$ cat src/rtl/irq_sel_pkg.sv
package irq_sel_pkg;
  typedef enum logic [1:0] {
    LVL_USER = 2'd0,
    LVL_SUP  = 2'd1,
    LVL_RSV  = 2'd2,
    LVL_MACH = 2'd3
  } lvl_e;

  typedef struct packed {
    logic mach_on;
    logic sup_on;
    logic virt;
  } gate_t;
endpackage

$ cat src/rtl/irq_level_gate.sv
module irq_level_gate
  import irq_sel_pkg::*;
(
  input  logic [1:0] priv_i,
  input  logic       virt_i,
  input  logic       mie_i,
  input  logic       sie_i,
  output gate_t      gate_o
);
  lvl_e lvl;

  always_comb begin
    // code 2 folds onto user
    if (priv_i == 2'd2) lvl = LVL_USER;
    else                lvl = lvl_e'(priv_i);
  end

  always_comb begin
    gate_o.mach_on = (lvl != LVL_MACH) || mie_i;
    gate_o.sup_on  = (lvl == LVL_USER) || ((lvl == LVL_SUP) && sie_i);
    gate_o.virt    = virt_i;
  end
endmodule

$ cat src/rtl/irq_tier_mask.sv
module irq_tier_mask
  import irq_sel_pkg::*;
#(
  parameter int unsigned W = 64
) (
  input  logic [W-1:0] pend_i,
  input  logic [W-1:0] enab_i,
  input  logic [W-1:0] sdeleg_i,
  input  logic [W-1:0] gdeleg_i,
  input  gate_t        gate_i,
  output logic [W-1:0] qual_o
);
  logic host_open;
  logic guest_open;

  assign host_open  = gate_i.virt || gate_i.sup_on;
  assign guest_open = gate_i.virt && gate_i.sup_on;

  for (genvar b = 0; b < W; b++) begin : g_bit
    logic cand;
    logic tier_open;
    assign cand = pend_i[b] & enab_i[b];
    always_comb begin
      unique case ({sdeleg_i[b], gdeleg_i[b]})
        2'b10:   tier_open = host_open;
        2'b11:   tier_open = guest_open;
        default: tier_open = gate_i.mach_on;
      endcase
    end
    assign qual_o[b] = cand & tier_open;
  end
endmodule

$ cat src/rtl/irq_low_pick.sv
module irq_low_pick #(
  parameter int unsigned W  = 64,
  localparam int unsigned CW = (W > 1) ? $clog2(W) : 1
) (
  input  logic [W-1:0]  vec_i,
  output logic          any_o,
  output logic [CW-1:0] idx_o
);
  always_comb begin
    any_o = 1'b0;
    idx_o = '0;
    for (int i = W - 1; i >= 0; i--) begin
      if (vec_i[i]) begin
        any_o = 1'b1;
        idx_o = CW'(i);
      end
    end
  end
endmodule

$ cat src/rtl/irq_delegate_select.sv
module irq_delegate_select
  import irq_sel_pkg::*;
#(
  parameter int unsigned W  = 64,
  localparam int unsigned CW = (W > 1) ? $clog2(W) : 1
) (
  input  logic          clk,
  input  logic          rst_n,
  input  logic [W-1:0]  pend_i,
  input  logic [W-1:0]  enab_i,
  input  logic [W-1:0]  sdeleg_i,
  input  logic [W-1:0]  gdeleg_i,
  input  logic [1:0]    priv_i,
  input  logic          virt_i,
  input  logic          mie_i,
  input  logic          sie_i,
  output logic          take_o,
  output logic [CW-1:0] cause_o
);
  gate_t         gate_w;
  logic [W-1:0]  qual_w;
  logic          any_w;
  logic [CW-1:0] idx_w;

  logic          take_d, take_q;
  logic [CW-1:0] cause_d, cause_q;
  logic          upd_en;

  irq_level_gate u_gate (
    .priv_i (priv_i),
    .virt_i (virt_i),
    .mie_i  (mie_i),
    .sie_i  (sie_i),
    .gate_o (gate_w)
  );

  irq_tier_mask #(.W(W)) u_tier (
    .pend_i   (pend_i),
    .enab_i   (enab_i),
    .sdeleg_i (sdeleg_i),
    .gdeleg_i (gdeleg_i),
    .gate_i   (gate_w),
    .qual_o   (qual_w)
  );

  irq_low_pick #(.W(W)) u_pick (
    .vec_i (qual_w),
    .any_o (any_w),
    .idx_o (idx_w)
  );

  always_comb begin
    take_d  = any_w;
    cause_d = any_w ? idx_w : '0;
    upd_en  = (take_d != take_q) || (cause_d != cause_q);
  end

  always_ff @(posedge clk or negedge rst_n) begin
    if (!rst_n) begin
      take_q  <= 1'b0;
      cause_q <= '0;
    end else if (upd_en) begin
      take_q  <= take_d;
      cause_q <= cause_d;
    end
  end

  assign take_o  = take_q;
  assign cause_o = cause_q;
endmodule

$ cat config.mk
export PLATFORM = sky130hd
export DESIGN_NAME = irq_delegate_select
export DESIGN_NICKNAME = d
export VERILOG_FILES = /design/src/rtl/irq_sel_pkg.sv /design/src/rtl/irq_level_gate.sv /design/src/rtl/irq_tier_mask.sv /design/src/rtl/irq_low_pick.sv /design/src/rtl/irq_delegate_select.sv
export SDC_FILE = /design/constraint.sdc
export NUM_CORES = 1
export LEC_CHECK = 0
export ABC_CLOCK_PERIOD_IN_PS = 800
export CAP_MARGIN = 10
export CORE_MARGIN = 4
export CORE_UTILIZATION = 35
export DETAILED_ROUTE_END_ITERATION = 7
export PLACE_DENSITY = 0.83
export SLEW_MARGIN = 40
export SYNTH_ARGS = -nofsm -noshare
export SYNTH_HDL_FRONTEND = slang
export SYNTH_SLANG_ARGS = --single-unit
$ cat constraint.sdc
create_clock -name clk -period 0.8 [get_ports clk]
set_clock_uncertainty 0.05 [all_clocks]
set_input_delay 0.16 -clock clk [delete_from_list [all_inputs] [get_ports clk]]
set_output_delay 0.16 -clock clk [all_outputs]
set_load 0.02 [all_outputs]
## Word-level counts from Yosys, hierarchy flattened

Index checks and enable logic that the tools add are counted.

- Bitwise operators: 128
- Reduce and logical (&&, ||, !) cells: 7
- Eq/ne operators: 133
- Multiplexer cells: 194

Operators by type and width:

| operator | number |
|---|---|
| $mux W6 | 65 |
| $eq A2 B2 Y1 const B | 129 |
| $and A1 B1 Y1 | 128 |
| $pmux W1 S2 | 64 |
| $mux W1 | 64 |
| $ne A6 B6 Y1 | 1 |
| $logic_or A1 B1 Y1 | 4 |
| $eq A2 B1 Y1 const B | 1 |
| $logic_and A1 B1 Y1 | 2 |
| $logic_not A2 Y1 | 1 |
| $mux W2 | 1 |
| $ne A2 B2 Y1 const B | 1 |
| $ne A1 B1 Y1 | 1 |

- Output and inout bits: 7
- Bits of input ports: 263
- Flip-flop bits (word level): 7
- Word-level logic and storage cells: 464

## Longest topological paths before layout

- Depth after elaboration: 75
- Gate-level depth with buffers: 11
- Gate-level depth less buffers: 8

## By module

Synthesis repeated with hierarchy kept, for this count alone.

- Cells, all modules: 506
- Area, all modules: 2860.2 µm²

Modules (own cells, without submodules):

| module | instances | area each (µm²) | cells each | sequential area each (µm²) |
|---|---|---|---|---|
| irq_tier_mask | 1 | 1853.0 | 348 | 0.0 |
| irq_low_pick | 1 | 763.2 | 140 | 0.0 |
| irq_delegate_select | 1 | 216.5 | 14 | 175.2 |
| irq_level_gate | 1 | 27.5 | 4 | 0.0 |

## Least setup slack after synthesis

OpenSTA, ideal clock, no wires.

- Kind: input to register
- Start: input port priv_i[0]
- End: register cause_q[3], in the netlist cause_o[3]
- Slack: -1.435 ns
- Cell stages on the path: 11
- Path buffers: 3
- Setup time: 0.122 ns
- Arrival time: 2.064 ns
- Cell sequence: buf_4 nand3b_1 buf_4 buf_2 o211ai_1 a31oi_1 nor4_1 nand4b_1 nor4_4 inv_2 o2111a_1

- Longest elaborated chain between the ends: 75

RTL lines:

| element | RTL line | text |
|---|---|---|
| from (decl) | irq_delegate_select.sv:13 | `input logic [1:0] priv_i,` |
| $eq A2 B2 Y1 | irq_level_gate.sv:14 | `if (priv_i == 2'd2) lvl = LVL_USER;` |
| $mux W2 (*) | irq_level_gate.sv:14 |  |
| $eq A2 B1 Y1 | irq_level_gate.sv:20 | `gate_o.sup_on = (lvl == LVL_USER) \|\| ((lvl == LVL_SUP) && sie_i);` |
| $logic_and A1 B1 Y1 | irq_level_gate.sv:20 |  |
| $logic_or A1 B1 Y1 | irq_level_gate.sv:20 |  |
| $logic_and A1 B1 Y1 or $logic_or A1 B1 Y1 (tied branches) | irq_tier_mask.sv:17, irq_tier_mask.sv:16 |  |
| $pmux W1 S2 | irq_tier_mask.sv:24 | `unique case ({sdeleg_i[b], gdeleg_i[b]})` |
| $and A1 B1 Y1 | irq_tier_mask.sv:30 | `assign qual_o[b] = cand & tier_open;` |
| $mux W6 or $mux W1 (tied branches) (64 in series) | irq_low_pick.sv:13 | `if (vec_i[i]) begin` |
| $mux W6 | irq_delegate_select.sv:54 | `cause_d = any_w ? idx_w : '0;` |
| $ne A6 B6 Y1 | irq_delegate_select.sv:55 | `upd_en = (take_d != take_q) \|\| (cause_d != cause_q);` |
| $logic_or A1 B1 Y1 | irq_delegate_select.sv:55 |  |
| to (signal assigned) | irq_delegate_select.sv:64 | `cause_q <= cause_d;` |
| to (decl) | irq_delegate_select.sv:26 | `logic [CW-1:0] cause_d, cause_q;` |

Every way passes the cells marked *; elsewhere a longest branch is shown, timed or not.
A chain may end at the register's enable or synchronous reset.

## Worst setup path in the final report

- Start: input port virt_i
- End: register cause_q[1], in the netlist cause_o[1]

- Longest elaborated chain between the ends: 70

RTL lines:

| element | RTL line | text |
|---|---|---|
| from (decl) | irq_delegate_select.sv:14 | `input logic virt_i,` |
| $logic_and A1 B1 Y1 or $logic_or A1 B1 Y1 (tied branches) | irq_tier_mask.sv:17, irq_tier_mask.sv:16 |  |
| $pmux W1 S2 | irq_tier_mask.sv:24 |  |
| $and A1 B1 Y1 | irq_tier_mask.sv:30 |  |
| $mux W6 or $mux W1 (tied branches) (64 in series) | irq_low_pick.sv:13 |  |
| $mux W6 | irq_delegate_select.sv:54 |  |
| $ne A6 B6 Y1 | irq_delegate_select.sv:55 |  |
| $logic_or A1 B1 Y1 | irq_delegate_select.sv:55 |  |

Parallel ways exist; a longest one is shown, timed or not.

==> results.yml <==
floorplan:
  rows: 36
  die_area_sq_mm: 0.01179
  core_area_sq_mm: 0.009819
  start_util_pct: 36.05
  fp.dieW_microns: 108.6
  io_pins: 270
  dieHeight_microns: 108.6
yosys:
  netlist_instances: 582
  synth_edf_count: 0
  yosys.cell_types.count: 55
  synth_seq_cells: 7
  yosysSeqAreaShare_pct: 4.949
  syn_area_sq_mm: 0.003540
  syn_nets: 845
  avgSynthCellArea_sq_um: 6.082
  async_flop_share_pct: 100.0
  synth-main-ff-cell: "dfrtp_1"
  synth_warnings: 0
global_route:
  antenna_found_initial: 1
  first_global_vias: 7056
  grt_usage_pct: 37.27
  grt_max_degree: 36
  grt_pass1_wl_microns: 34800
  grt.overflow.total: 0
routing:
  drc_errors: 0
  dr_total_vias: 7472
  antenna_left: 0
  firstDrtPassIters: 8
  wl_per_cell_microns: 25.00
  drt_iter0_drc: 987
  drt-vias-per-instance: 6.689
  wirelength_microns: 27930
power:
  p_per_area_mw_per_mm2: 732.8
  leakagePower_nw: 3.597
  p_total_mw: 6.434
  vdd_drop_max_uv: 478.1
layout:
  fin_area_sq_mm: 0.008780
  syn_to_final_growth_pct: 148.0
  final_common_cell: "clkdlybuf4s50_1"
  drive_above_1_share_pct: 30.72
  final_cell_mix: "252 x clkdlybuf4s50_1, 133 x buf_4, 126 x nand2_1"
  instances_no_fill: 1117
  nNetsFinal: 1247
place:
  port_buffers: 269
  placed_cell_area_sq_mm: 0.007292
  dp_hpwl_microns: 15960
  routabilityCongestion: 0.9074
  dp.cells: 1071
  preCtsSetupSlack_ns: -2.280
sta:
  final_max_slew_viol_count: 0
  max_slew_margin_pct: 61.90
  setup_ws_ns: -1.817
  finalSetupViolCount: 14
  hold_ws_ns: 0.1986
  fin_crit_sh_pct: 327.1
  finalHoldViolCount: 0
  period_needed_ns: 2.617
  tightestPinTransition_ns: 0.5677
  rsz0062_at_grt: "true"
  fmaxAchievable_mhz: 382.2
worst_setup_path:
  cp_slowest_cell: "a2111oi_2"
  cp-end-kind: "register"
  slowest_delay_ns: 0.56
  crit_fanout: 15
  path_cells: "buf_2, inv_1, buf_4, o211ai_1, a32oi_1, nand2_1, a2111oi_2, buf_4, o211ai_1, a21oi_2, nor4_4"
  start_kind: "primary input"
  path_class: "in -> reg"
  arrival_ns: 2.67
  required_ns: 0.86
worst_hold_path:
  min_path_type: "in -> async"
cts:
  cts_max_level: 1
  clockBufferDepth: 2
  clock-root-buffer: "clkbuf_8"
  cts_tree: "done"
  numCtsBuffers: 3
  cts_sinks: 7
  cts_hold_buf: 0
  cts.clk_slew.worst_paths_ns: 0.04
status:
  violations: "negative setup slack"
  status: "finished, violations left"
job:
  drv_cap: 0
flip-flops by register name, summed over array words and instances, names as in the netlist:
name / count
cause_o: 6
take_o: 1
cells by family (layout without fill, tap and decap cells):
| logic type | count (synthesis) | count (layout) | share of synthesized area, % |
|---|---|---|---|
| simple gates | 278 | 278 | 35.70 |
| compound gates | 253 | 253 | 52.21 |
| buf+inv | 44 | 445 | 7.140 |
| flops | 7 | 7 | 4.949 |
| other cells | 0 | 1 | 0 |
synth_stat cells (all sizes together) (3+ instances only):
cell type,number,area [sq um]
o31ai,4,30.03
nor2,87,326.6
nand4,6,37.54
a311oi,55,494.2
o211a,3,30.03
a21oi,16,80.08
nand3,4,20.02
o211ai,9,67.56
nor2b,8,52.55
nand2,129,484.2
clkbuf,6,22.52
a311o,12,120.1
a21o,59,442.9
dfrtp,7,175.2
nand2b,6,45.04
a2111oi,4,35.03
o2111ai,4,35.03
o21ai,64,320.3
a31oi,7,43.79
buf,34,215.2
nor3,7,35.03
inv,4,15.01
nor4,20,171.4
path summary, 6_finish.rpt:
path	slack, ns	to	cells after the start	from
min	0.20	cause_o[4]	2	rst_n
min in group clk	0.79	cause_o[4]	1	cause_o[4]
max	-1.82	cause_o[1]	11	virt_i
max in group asynchronous	0.40	cause_o[3]	2	rst_n
layout make-up:
cell class	instances	area, sq um
multi-input cells	531	3963
inverters	4	15.01
well taps	133	166.4
flip-flops and latches	7	175.2
fillers	446	1040
repair buffers	437	4413
clock buffers	4	45.04
diodes	1	2.502
worst max-delay path: cells and delay by family:
kind            cells  cell delay [ns]
buf+inv             4             0.92
simple gates        2             0.18
compound gates      5             1.39
power breakdown:
group	internal [mW]	switching, mW	leakage (nW)
sequential	0.393	0.0356	0.0869
combinational	3.00	2.50	3.49
clock	0.346	0.161	0.0228
per-layer routing:
layer  part of all wire, %  GRT usage [%]  wire [microns]
met5                     0              0               0
met4                   8.1          18.67            2275
met3                    13          7.463            3555
met2                    46          65.05           12770
met1                    33          43.00            9321
what timing repair did:
item,4_1_cts,5_1_grt
endpoints found under the setup margin,14,14
pin swaps,52,28
buffers inserted,25,12
resized for setup,180,70
cloned,9,1
metrics by stage:
| step | util (%) | setup TNS, ns |
|---|---|---|
| floorplan | - | -8.934 |
| global placement | 74.26 | -17.25 |
| detailed placement | 74.26 | -17.61 |
| CTS | 85.63 | -11.01 |
| global route | 89.41 | -13.47 |
| finish | 89.41 | -13.11 |
Note: power is estimated with default switching activity, not from simulation.
